File: src/rtl/mload_pkg.sv
package mload_pkg;
    localparam int PAGE_BYTES = 256;
    localparam int DATA_PAGES = 32;
    localparam int HDR_BASE   = DATA_PAGES * PAGE_BYTES;
    localparam int IMG_BYTES  = HDR_BASE + PAGE_BYTES;
    localparam int HB_COUNT   = 3;
    localparam int HB_LOADNUM = 5;
    localparam int HB_SUMLEN  = 8;
    localparam int HB_DESC    = 16;
    localparam int HB_SEED    = 64;
    localparam int BANK_W     = 2;
    localparam int SLOT_W     = 3;
    localparam logic [7:0] SUM_OK      = 8'h55;
    localparam logic [7:0] ZP_START_LO = 8'hFE;
    localparam logic [7:0] ZP_START_HI = 8'hFF;
    localparam logic [7:0] ZP_CTRL     = 8'h80;
    localparam logic [BANK_W-1:0] ROM_BANK = 2'd3;

    typedef enum logic [2:0] {
        S_IDLE, S_SCAN, S_HEAD, S_DESC, S_SEED, S_PAGE, S_TAIL, S_FIN
    } ld_state_e;
endpackage

File: src/rtl/mload_trig.sv
module mload_trig #(
    parameter int AW = 13,
    parameter logic [AW-1:0] HIT = 'h1850
) (
    input  logic          bus_rd,
    input  logic [AW-1:0] bus_addr,
    input  logic          upper_rom,
    input  logic          idle,
    output logic          fire
);
    assign fire = idle && bus_rd && upper_rom && (bus_addr == HIT);
endmodule

File: src/rtl/mload_burst.sv
module mload_burst #(
    parameter int AW = 15,
    parameter int LW = 9
) (
    input  logic          clk,
    input  logic          rst_n,
    input  logic          clear,
    input  logic [AW-1:0] base,
    input  logic [LW-1:0] len,
    output logic          rd,
    output logic [AW-1:0] addr,
    output logic          rv,
    output logic [LW-1:0] ridx,
    output logic          last
);
    logic [LW-1:0] cnt;

    assign rd   = (cnt < len);
    assign addr = base + AW'(cnt);
    assign last = rv && (ridx == len - 1'b1);

    always_ff @(posedge clk) begin
        if (!rst_n) begin
            cnt  <= '0;
            rv   <= 1'b0;
            ridx <= '0;
        end else if (clear) begin
            cnt  <= '0;
            rv   <= 1'b0;
        end else begin
            rv   <= rd;
            ridx <= cnt;
            if (rd) cnt <= cnt + 1'b1;
        end
    end
endmodule

File: src/rtl/mload_loader.sv
module mload_loader
    import mload_pkg::*;
#(
    parameter int NUM_IMAGES = 3,
    parameter int BUS_AW     = 13,
    parameter logic [BUS_AW-1:0] TRIG_ADDR = 'h1850,
    parameter int MAX_PAGES  = 32
) (
    input  logic        clk,
    input  logic        rst_n,
    input  logic        bus_rd,
    input  logic [BUS_AW-1:0] bus_addr,
    input  logic        upper_rom,
    input  logic [7:0]  req_num,
    output logic        st_rd,
    output logic [$clog2(NUM_IMAGES*IMG_BYTES)-1:0] st_addr,
    input  logic [7:0]  st_data,
    output logic        ram_we,
    output logic [BANK_W+SLOT_W+7:0] ram_addr,
    output logic [7:0]  ram_wdata,
    output logic        zp_we,
    output logic [7:0]  zp_addr,
    output logic [7:0]  zp_wdata,
    output logic        busy,
    output logic        done,
    output logic        hdr_warn,
    output logic        page_warn,
    output logic        not_found
);
    localparam int STORE_AW = $clog2(NUM_IMAGES*IMG_BYTES);
    localparam int RAM_AW   = BANK_W + SLOT_W + 8;
    localparam int LEN_W    = $clog2(PAGE_BYTES + 1);
    localparam int IMG_W    = (NUM_IMAGES > 1) ? $clog2(NUM_IMAGES) : 1;
    localparam int PG_W     = $clog2(MAX_PAGES + 1);

    ld_state_e state, state_n;

    logic [IMG_W-1:0]    img;
    logic [STORE_AW-1:0] img_base;
    logic [7:0]          req_q, h0, h1, h2, h3, hsum, psum, desc;
    logic [PG_W-1:0]     jpg, npg;
    logic [1:0]          tcnt;
    logic                hdr_warn_q, page_warn_q, not_found_q;

    logic                fire, match, last_img, last_page;
    logic [PG_W-1:0]     npg_calc;
    logic [STORE_AW-1:0] b_base, b_addr;
    logic [LEN_W-1:0]    b_len, b_ridx;
    logic                b_rd, b_rv, b_last, b_clear;

    mload_trig #(.AW(BUS_AW), .HIT(TRIG_ADDR)) u_trig (
        .bus_rd   (bus_rd),
        .bus_addr (bus_addr),
        .upper_rom(upper_rom),
        .idle     (state == S_IDLE),
        .fire     (fire)
    );

    mload_burst #(.AW(STORE_AW), .LW(LEN_W)) u_burst (
        .clk  (clk),
        .rst_n(rst_n),
        .clear(b_clear),
        .base (b_base),
        .len  (b_len),
        .rd   (b_rd),
        .addr (b_addr),
        .rv   (b_rv),
        .ridx (b_ridx),
        .last (b_last)
    );

    assign match     = (st_data == req_q);
    assign last_img  = (img == IMG_W'(NUM_IMAGES - 1));
    assign npg_calc  = (h3 > 8'(MAX_PAGES)) ? PG_W'(MAX_PAGES) : PG_W'(h3);
    assign last_page = ((jpg + 1'b1) == npg);
    assign b_clear   = b_last || (state_n != state);

    // Read window selected by the current state
    always_comb begin
        b_base = img_base;
        b_len  = '0;
        unique case (state)
            S_SCAN: begin
                b_base = img_base + STORE_AW'(HDR_BASE + HB_LOADNUM);
                b_len  = LEN_W'(1);
            end
            S_HEAD: begin
                b_base = img_base + STORE_AW'(HDR_BASE);
                b_len  = LEN_W'(HB_SUMLEN);
            end
            S_DESC: begin
                b_base = img_base + STORE_AW'(HDR_BASE + HB_DESC) + STORE_AW'(jpg);
                b_len  = LEN_W'(1);
            end
            S_SEED: begin
                b_base = img_base + STORE_AW'(HDR_BASE + HB_SEED) + STORE_AW'(jpg);
                b_len  = LEN_W'(1);
            end
            S_PAGE: begin
                b_base = img_base + STORE_AW'({jpg, 8'h00});
                b_len  = LEN_W'(PAGE_BYTES);
            end
            default: ;
        endcase
    end

    // Next-state logic
    always_comb begin
        state_n = state;
        unique case (state)
            S_IDLE: if (fire) state_n = S_SCAN;
            S_SCAN: if (b_last) begin
                if (match)         state_n = S_HEAD;
                else if (last_img) state_n = S_FIN;
            end
            S_HEAD: if (b_last) state_n = (npg_calc == '0) ? S_TAIL : S_DESC;
            S_DESC: if (b_last) state_n = S_SEED;
            S_SEED: if (b_last) state_n = S_PAGE;
            S_PAGE: if (b_last) state_n = last_page ? S_TAIL : S_DESC;
            S_TAIL: if (tcnt == 2'd2) state_n = S_FIN;
            S_FIN:  state_n = S_IDLE;
            default: state_n = S_IDLE;
        endcase
    end

    // State register
    always_ff @(posedge clk) begin
        if (!rst_n) state <= S_IDLE;
        else        state <= state_n;
    end

    // Datapath registers
    always_ff @(posedge clk) begin
        if (!rst_n) begin
            img <= '0; img_base <= '0; req_q <= '0;
            h0 <= '0; h1 <= '0; h2 <= '0; h3 <= '0;
            hsum <= '0; psum <= '0; desc <= '0;
            jpg <= '0; npg <= '0; tcnt <= '0;
            hdr_warn_q <= 1'b0; page_warn_q <= 1'b0; not_found_q <= 1'b0;
        end else begin
            unique case (state)
                S_IDLE: if (fire) begin
                    req_q <= req_num;
                    img <= '0; img_base <= '0;
                    jpg <= '0; tcnt <= '0;
                    hdr_warn_q <= 1'b0; page_warn_q <= 1'b0; not_found_q <= 1'b0;
                end
                S_SCAN: if (b_last && !match) begin
                    if (last_img) not_found_q <= 1'b1;
                    else begin
                        img      <= img + 1'b1;
                        img_base <= img_base + STORE_AW'(IMG_BYTES);
                    end
                end
                S_HEAD: if (b_rv) begin
                    hsum <= (b_ridx == '0) ? st_data : hsum + st_data;
                    if (b_ridx == LEN_W'(0)) h0 <= st_data;
                    if (b_ridx == LEN_W'(1)) h1 <= st_data;
                    if (b_ridx == LEN_W'(2)) h2 <= st_data;
                    if (b_ridx == LEN_W'(HB_COUNT)) h3 <= st_data;
                    if (b_last) begin
                        hdr_warn_q <= ((hsum + st_data) != SUM_OK);
                        npg        <= npg_calc;
                    end
                end
                S_DESC: if (b_rv) desc <= st_data;
                S_SEED: if (b_rv) psum <= desc + st_data;
                S_PAGE: if (b_rv) begin
                    psum <= psum + st_data;
                    if (b_last) begin
                        if ((psum + st_data) != SUM_OK) page_warn_q <= 1'b1;
                        jpg <= jpg + 1'b1;
                    end
                end
                S_TAIL: tcnt <= tcnt + 1'b1;
                S_FIN:  ;
                default: ;
            endcase
        end
    end

    // Outputs
    always_comb begin
        st_rd     = b_rd;
        st_addr   = b_addr;
        ram_we    = (state == S_PAGE) && b_rv && (desc[BANK_W-1:0] != ROM_BANK);
        ram_addr  = {desc[BANK_W-1:0], desc[BANK_W+SLOT_W-1:BANK_W], b_ridx[7:0]};
        ram_wdata = st_data;
        zp_we     = (state == S_TAIL);
        unique case (tcnt)
            2'd0:    begin zp_addr = ZP_START_LO; zp_wdata = h0; end
            2'd1:    begin zp_addr = ZP_START_HI; zp_wdata = h1; end
            default: begin zp_addr = ZP_CTRL;     zp_wdata = h2; end
        endcase
        busy      = (state != S_IDLE);
        done      = (state == S_FIN);
        hdr_warn  = hdr_warn_q;
        page_warn = page_warn_q;
        not_found = not_found_q;
    end
endmodule

File: config.mk
export PLATFORM = sky130hd
export DESIGN_NAME = mload_loader
export DESIGN_NICKNAME = d
export VERILOG_FILES = /design/src/rtl/mload_pkg.sv /design/src/rtl/mload_trig.sv /design/src/rtl/mload_burst.sv /design/src/rtl/mload_loader.sv
export SDC_FILE = /design/constraint.sdc
export NUM_CORES = 1
export LEC_CHECK = 0
export BUFFER_PORTS_ARGS = -buffer_cell sky130_fd_sc_hd__buf_2
export CAP_MARGIN = 20
export CORE_MARGIN = 5
export CORE_UTILIZATION = 64
export DETAILED_ROUTE_END_ITERATION = 10
export GPL_ROUTABILITY_DRIVEN = 0
export PLACE_DENSITY = 0.87
export SETUP_SLACK_MARGIN = 0.5
export SLEW_MARGIN = 20
export SYNTH_ARGS = -nofsm -noshare
export SYNTH_HDL_FRONTEND = slang
export SYNTH_SLANG_ARGS = --single-unit
File: constraint.sdc
create_clock -name clk -period 6.8 [get_ports clk]
set_input_delay 0.68 -clock clk [delete_from_list [all_inputs] [get_ports clk]]
set_output_delay 0.68 -clock clk [all_outputs]
set_load 0.02 [all_outputs]
**Yosys cells after proc, flatten, opt, wreduce, memory -nomap -nowiden**

Index checks and enable logic that the tools add are counted.

- Bits of input ports: 33
- Register bits: 120
- Output and inout bits: 60
- Word-level logic and storage cells: 152

- $add $sub $neg: 17
- Bitwise operators: 1
- Reductions and logical operators: 36
- $lt $le $gt $ge: 2
- Eq/ne operators: 31
- Multiplexer cells: 45

Operators by type and width:

| operator | number |
|---|---|
| $add A15 B14 Y15 const B | 5 |
| $pmux W15 S5 | 1 |
| $mux W15 | 3 |
| $mux W3 | 11 |
| $pmux W8 S2 | 2 |
| $add A15 B6 Y15 | 2 |
| $pmux W15 S2 | 1 |
| $pmux W9 S3 | 1 |
| $add A8 B8 Y8 | 3 |
| $mux W6 | 4 |
| $mux W8 | 3 |
| $pmux W3 S8 | 1 |
| $eq A9 B2 Y1 const B | 2 |
| $reduce_and A3 Y1 | 6 |
| $ne A2 B2 Y1 const B | 8 |
| $ne A8 B7 Y1 const B | 2 |
| $reduce_and A4 Y1 | 4 |
| $add A15 B14 Y15 | 1 |
| $add A15 B9 Y15 | 1 |
| $pmux W7 S2 | 1 |
| $eq A13 B13 Y1 const B | 1 |
| $eq A3 B3 Y1 const B | 4 |
| $pmux W6 S2 | 1 |
| $reduce_bool A2 Y1 | 5 |
| 33 further kinds | 59 |

**Longest topological paths before layout**

Gate-level depths: netlist of the first run.

- Depth after elaboration: 11
- Gate-level depth with buffers: 15
- Mapped depth without buffers: 13

**Cells and area by module**

A second synthesis of the first run with hierarchy kept.

- Cell total of the unflattened synthesis: 1011
- Area total of the unflattened synthesis: 7982.7 µm²

By module, submodules not included:

| module | cells each | sequential area each (µm²) | instances | area an instance (µm²) |
|---|---|---|---|---|
| mload_loader | 781 | 1861.8 | 1 | 6139.6 |
| mload_burst | 225 | 380.4 | 1 | 1788.0 |
| mload_trig | 5 | 0.0 | 1 | 55.1 |

**Worst setup path before layout of the first run**

No wires, ideal clock.

- Kind: register to output
- Start: register state[1]
- End: output st_addr[14]
- Data required time: 6120 ps
- Slack: 2696 ps
- Path buffers: 2
- Stages on the path, launching flop included: 16
- Data arrival time: 3424 ps
- Path through: dfxtp_1 -> buf_2 -> inv_1 -> ha_1 -> clkbuf_1 -> nand2b_1 -> a21oi_1 -> ha_1 -> fa_1 -> a211oi_1 -> nor2_1 -> o21a_1 -> o21ai_0 -> a21oi_1 -> and4bb_1 -> xor2_1

- Longest elaborated chain between the ends: 3
- Elaborated cells between the ends (all ways): 7
- Classes of those cells: add/sub: 1; eq/ne: 5; mux: 1

RTL lines:

| item | RTL line | text |
|---|---|---|
| from (decl) | mload_loader.sv:36 | `ld_state_e state, state_n;` |
| from (signal assigned) | mload_loader.sv:129 | `else state <= state_n;` |
| $eq A3 B3 Y1, or another cell as far along | mload_loader.sv:82 | `unique case (state)` |
| $pmux W15 S5 (*) | mload_loader.sv:82 |  |
| $add A15 B9 Y15 (*) | mload_burst.sv:19 | `assign addr = base + AW'(cnt);` |
| to (decl) | mload_loader.sv:16 | `output logic [$clog2(NUM_IMAGES*IMG_BYTES)-1:0] st_addr,` |

Every way passes the cells marked *; elsewhere a longest branch is shown, timed or not.

**Worst setup path after layout of the first run**

Ends and elaborated chain as after synthesis.

==> metrics.md, run 1 <==
| Metric | Value |
|---|---|
| Final critical delay including setup and external delays | approximately 4.7 ns |
| Remaining DRCs | 0 |
| Cells after synthesis | 954 |
| Total track usage | a little over a quarter |
| Routed wire length on met3 | about 1500 um |
| Sequential-to-total area share from yosys stat | 30.2% |
| Max Fanout on Critical Path | 18 |
| Number of top-level pins | between 90 and 100 |
| Number of buffers added to fix hold violations after cts | 0 |
| Slew of the pin with the lowest slew margin | around 0.8 ns |
| Area growth from synthesis to layout | 8.32% |
| Count of inserted antenna diode cells | 0 |
| Die Span X | 118 um |
| Number of antenna violations at the first check in global routing | 0 |
| Post-synthesis async set-or-reset flop share | 0% |
| Number of rows created at floorplan | 39 |
| Number of buffers between clock root and the deepest sink | 2 |
| Max Clk Rate | 0.211 GHz |
| Clk Latency, worst-skew pair | about 0.36 ns |
| Final nets | approximately 1100 |
| Share of post-route cells with drive strength above 1 | a little over an eighth |
| Top routing layer in use | met4 |
| Result of the run | finished, final reports clean |
| Die H | 118 um |
| Via count normalized by instance count | slightly above 6 |
| Class of the most critical setup path | register to primary output |
| Largest net degree at the start of global routing | 50 |
| RSZ-0062 raised after global routing | false |
| Average wire per standard cell | 16.4 um |
| Worst setup EP type | primary output |
| Final hold vios | 0 |
| Synth Cell Area | approximately 7400 sq um |
| Post-synthesis cell type with the largest combined area | dfxtp_1 |
| Data arrival time of the critical path | 4.06 ns |
| Number of instances on the worst hold path | 2 |
| Peak VDD IR | around 0.00016 V |
| Commonest non-fill, non-tap cell in the layout | nand2_1 |
| Quantity of gates resized following cts | 0 |
| Power density relative to cell area | approximately 160 nW/um^2 |
| Die Area | 13900 sq um |
| Setup WS pre-CTS | ~2.5 ns |
| TritonCTS clock tree | done |
| Combinational fraction of design power | under 10% |
| Tightest slew margin relative to the limit | a little under half |
| Count of unique library cells instantiated by Yosys | 78 |
| Sequential cell fraction of total power | about half |
| Final WL | between 15000 and 20000 um |
| Total core area | approximately 11000 sq um |
| Highest-count cells in the layout ignoring fill and taps | nand2_1, dfxtp_1, buf_2 |
| Reported leakage power | around 3.2 nW |
| Root buffer selected by CTS | clkbuf_16 |
| Reg clk slew, reported paths | 0.08 ns |
| Area share of the largest cell type after synthesis | between 30% and 40% |
| EDFF count, synth | 0 |
| Post-Route Setup TNS | 0 ns |
| Count of vias placed by the detailed router | about 7000 |
| Type of element launching the critical path | register |
| Setup slack of the critical path after layout | between 2 and 2.5 ns |
| Starting density of the core | about two thirds |
| Final max-slew violation count | 0 |
| Synth Flop Type | dfxtp_1 |
| First-pass GRT wire length | ~31000 um |
| Net Switching | approximately 0.00030 W |
| Total iterations of the first detailed-routing run | 6 |
| Length of routed wiring on met1 | around 8000 um |
| Synth warnings | 0 |
| Vias in the first global route | ~6500 |
| Number of cells on the worst reg-to-reg path | 10 |
| Worst-case clock skew | around 0.013 ns |
| Cell internal pwr | between 0.001 and 0.0015 W |
| First DRT Iteration DRCs | around 530 |
| Synth top area cells | dfxtp_1, ha_1, nand2_1, a21oi_1, xnor2_1 |
| Number of sinks handled by clock tree synthesis | 112 |
| Number of buffers created by CTS | 9 |
| Met2 Routed Length | 8860 um |
| Synthesized flop and latch total | 112 |
| Part of the cycle the worst path needs | a little over two thirds |
| # Post-CTS Setup Buffers | 0 |
| HPWL reported at the end of detailed placement | ~13000 um |
| Post-synthesis area per instance | between 7 and 8 sq um |
| Type of the tightest min-delay check | register to register |
| Final Setup Violations | 0 |
| Max-capacitance violation count | 0 |
| Level count of the clock H-tree | 3 |
| Number of routed nets with antenna violations | 0 |
| Required @ worst endpoint | between 6 and 7 ns |
| Share of total power consumed by net switching | a little under a quarter |
| Remaining global-route overflow | 0 |
| Clk pwr share | 44.8% |
| IO buf count | 91 |
## synthesized netlist by cell type, drive strengths merged, types with 6 or more instances
cell type  instances
nor2              83
dfxtp            112
mux2i             12
inv               21
a21o               9
a22oi             10
a211oi            12
and3              15
o21ai             42
a21oi             90
xnor2             44
nand2            167
o21bai             6
xor2              22
nand4             11
a31oi             12
nand3             41
buf               38
ha                52
clkbuf            30
fa                 6
nor3              23
nand2b            10
nor4               7
## flip-flops by register name, summed over array words and instances (netlist names), 7 cells and up
register	cells
req_q	8
psum	8
img_base	7
desc	8
u_burst.ridx	9
u_burst.cnt	9
h2	8
h0	8
h3	8
h1	8
hsum	8
## cell families after synthesis
family                   after synthesis  synth area share (%)
buffers and inverters                 89                  6.08
other                                  2                 0.101
AND/OR/NAND/NOR                      399                  25.9
flip-flops                           112                  30.2
multiplexers                          12                  1.62
adder cells (fa/ha/maj)               58                  10.4
AO/OA/AOI/OAI                        216                  18.0
XOR/XNOR                              66                  7.78
## final timing paths
path                 end  slack, ns  startpoint
max          st_addr[14]       2.06    state[1]
max reg2reg     hdr_warn       3.41    state[2]
min                h2[2]       0.46       h2[2]
min reg2reg        h2[2]       0.46       h2[2]
## final cells by class
class                      instances  area (sq um)
clock inverter                     7           101
inverter                          21          78.8
sequential                       112          2240
clock buffer                       9           225
timing repair buffer              94           478
tap                              143           179
fill                             908          3370
multi-input combinational        755          4740
## metrics by stage
step	hold WS [ns]	cell area (sq um)	power (W)	util (%)	cells
after global placement	0.439	7720	0.000733	67.6	1125
final	0.455	8050	0.00130	70.5	1141
after floorplan	0.432	7440	0.000711	-	956
after detailed placement	0.444	7720	0.000734	67.6	1125
after global routing	0.469	8050	0.00134	70.5	1141
after CTS	0.454	8050	0.00131	70.5	1141
## metal layers
| metal | vias to the layer above | global-route usage (%) |
|---|---|---|
| met5 | - | 0 |
| met4 | 0 | 9.32 |
| met3 | 53 | 4.90 |
| met2 | 276 | 43.9 |
| met1 | 3163 | 34.4 |
| li1 | 3398 | - |
## power groups by stage
stage	registers (W)	logic, W	clock network, W
3_5_place_dp	0.000671	0.0000631	0
3_3_place_gp	0.000671	0.0000622	0
4_1_cts	0.000655	0.0000635	0.000587
2_1_floorplan	0.000671	0.0000407	0
6_report	0.000655	0.0000644	0.000584
5_1_grt	0.000655	0.0000701	0.000617
## worst max-delay path: stages (launching register included)
cell and delay (ns):
dfxtp_1 0.66, inv_1 0.17, ha_1 0.58, nand2b_1 0.16, a21oi_1 0.07, ha_1 0.22
fa_1 0.43, a211oi_1 0.23, nor2_1 0.09, o21a_1 0.18, o21ai_0 0.21, a21oi_1 0.15
and4bb_1 0.23, xor2_1 0.13, buf_2 0.16
(Power assumes the default switching activity.)
==> inputs of run 2 (changes only) <==
--- a/config.mk
+++ b/config.mk
@@ -8,10 +8,10 @@
 export BUFFER_PORTS_ARGS = -buffer_cell sky130_fd_sc_hd__buf_2
 export CAP_MARGIN = 20
 export CORE_MARGIN = 5
-export CORE_UTILIZATION = 64
+export CORE_UTILIZATION = 59
 export DETAILED_ROUTE_END_ITERATION = 10
 export GPL_ROUTABILITY_DRIVEN = 0
-export PLACE_DENSITY = 0.87
+export PLACE_DENSITY = 0.81
 export SETUP_SLACK_MARGIN = 0.5
 export SLEW_MARGIN = 20
 export SYNTH_ARGS = -nofsm -noshare
==> constraint.sdc (replaced) <==
create_clock -name clk -period 4.88 [get_ports clk]
set_input_delay 0.488 -clock clk [delete_from_list [all_inputs] [get_ports clk]]
set_output_delay 0.488 -clock clk [all_outputs]
set_load 0.02 [all_outputs]
==> metrics.md, run 2 (synthesis gave the netlist of run 1 again) <==
| Metric | Value |
|---|---|
| Worst setup EP type | primary output |
| Combinational fraction of design power | about 5% |
| Power density relative to cell area | ~220 nW/um^2 |
| Cell internal pwr | roughly 0.0013 W |
| Sequential cell fraction of total power | 51.5% |
| Level count of the clock H-tree | 3 |
| Top routing layer in use | met4 |
| PnR Total Power | between 0.0015 and 0.002 W |
| Max Clk Rate | 0.246 GHz |
| Largest net degree at the start of global routing | 82 |
| Max Fanout on Critical Path | 22 |
| Fin cells | 1171 |
| Number of rows created at floorplan | between 40 and 50 |
| Clk Latency, worst-skew pair | ~0.37 ns |
| Remaining DRCs | 0 |
| Number of antenna violations at the first check in global routing | 0 |
| Data arrival time of the critical path | 3.58 ns |
| Peak VDD IR | 0.000247 V |
| Type of element launching the critical path | register |
| Number of buffers between clock root and the deepest sink | 2 |
| Clk pwr share | between 40% and 50% |
| Met2 Routed Length | approximately 8600 um |
| HPWL reported at the end of detailed placement | between 10000 and 15000 um |
| Number of buffers added to fix hold violations after cts | 0 |
| Root buffer selected by CTS | clkbuf_16 |
| Area growth from synthesis to layout | 9.06% |
| Length of routed wiring on met1 | around 8400 um |
| Die Span X | approximately 120 um |
| Slew of the pin with the lowest slew margin | about 0.87 ns |
| TritonCTS clock tree | done |
| Die Area | roughly 15000 sq um |
| Die H | around 120 um |
| Reg clk slew, reported paths | about 0.09 ns |
| Via count normalized by instance count | between 5 and 6 |
| Tightest slew margin relative to the limit | 42.0% |
| Result of the run | finished, final reports clean |
| Final Setup Violations | 0 |
| Count of inserted antenna diode cells | 0 |
| Final WL | between 15000 and 20000 um |
| Post-place instance area | between 7000 and 8000 sq um |
| Required @ worst endpoint | roughly 4.4 ns |
| Remaining global-route overflow | 0 |
| Final hold vios | 0 |
| Class of the most critical setup path | register to primary output |
| Final nets | ~1100 |
| Number of buffers created by CTS | 9 |
| Regs by FF count | u_burst.cnt (9), u_burst.ridx (9) |
| Total iterations of the first detailed-routing run | 5 |
| Average wire per standard cell | roughly 16 um |
| Summed area of non-filler cells in the final layout | around 8100 sq um |
| Routed wire length on met3 | approximately 970 um |
| Number of top-level pins | 93 |
| Number of routed nets with antenna violations | 0 |
| Share of total power consumed by net switching | between 20% and 30% |
| # Post-CTS Setup Buffers | 0 |
| Worst-case clock skew | between 0.01 and 0.015 ns |
| First DRT Iteration DRCs | 474 |
| Post-Route Setup TNS | 0 ns |
| Count of vias placed by the detailed router | approximately 6700 |
| Total core area | ~12000 sq um |
| IO buf count | between 90 and 100 |
| Type of the tightest min-delay check | primary input to register |
| Share of post-route cells with drive strength above 1 | between 10% and 20% |
| Vias in the first global route | between 6000 and 7000 |
| # placed instances | around 1200 |
| Starting density of the core | approximately three fifths |
| Reported leakage power | 3.24 nW |
| Net Switching | ~0.00046 W |
| Highest-count cells in the layout ignoring fill and taps | nand2_1, dfxtp_1, buf_2 |
| Final critical delay including setup and external delays | a little over 4 ns |
| Total track usage | approximately a quarter |
| Number of sinks handled by clock tree synthesis | roughly 110 |
| First-pass GRT wire length | about 30000 um |
| Part of the cycle the worst path needs | 83.4% |
| Final max-slew violation count | 0 |
| Max-capacitance violation count | 0 |
| RSZ-0062 raised after global routing | false |
| Commonest non-fill, non-tap cell in the layout | nand2_1 |
| Post-route core utilization | between 60% and 70% |
[run 2: layout make-up]
type | instances | area (sq um)
Clock buffer | 9 | 225
Sequential cell | 112 | 2240
Inverter | 21 | 78.8
Timing Repair Buffer | 95 | 485
Multi-Input combinational cell | 755 | 4760
Clock inverter | 7 | 93.8
Tap cell | 172 | 215
Fill cell | 1116 | 4360
[run 2: repair_timing]
| item | in CTS | in global routing |
|---|---|---|
| resized for setup | 1 | 4 |
| pin swaps | 0 | 0 |
| endpoints found under the setup margin | 1 | 7 |
[run 2: path summary, 6_finish.rpt]
kind	slack, ns	startpoint	depth (start not counted)	end
max	0.81	state[0]	12	st_addr[14]
min	0.35	req_num[0]	3	req_q[0]
max reg2reg	1.69	state[2]	10	hdr_warn
min reg2reg	0.45	h1[3]	2	h1[3]
[run 2: power groups by stage]
stage | clock, W | sequential, W | combinational [W]
finish | 0.000771 | 0.000913 | 0.0000898
global route | 0.000821 | 0.000913 | 0.0000984
CTS | 0.000786 | 0.000913 | 0.0000896
detailed placement | 0 | 0.000934 | 0.0000891
global placement | 0 | 0.000934 | 0.0000875
floorplan | 0 | 0.000934 | 0.0000567
[run 2: per-layer routing]
layer / track usage [%] / vias to the layer above
met4: 7.49 / 0
met5: 0 / -
li1: - / 3408
met2: 39.5 / 188
met1: 33.7 / 3061
met3: 4.92 / 25
[run 2: worst max-delay path: stages (launching register included)]
cell	delay [ns]
dfxtp_1	0.74
or3b_2	0.60
a21oi_1	0.16
ha_1	0.19
fa_1	0.25
a211oi_1	0.09
nor2_1	0.17
o21a_1	0.15
o21ai_1	0.08
a21oi_1	0.22
and4bb_1	0.24
xor2_1	0.13
buf_2	0.18
[run 2: metrics by stage]
stage,hold WS (ns),setup slack (ns)
4_1_cts,0.338,0.585
3_5_place_dp,0.444,0.897
5_1_grt,0.369,0.512
2_1_floorplan,0.432,0.968
6_report,0.346,0.809
3_3_place_gp,0.438,1.01
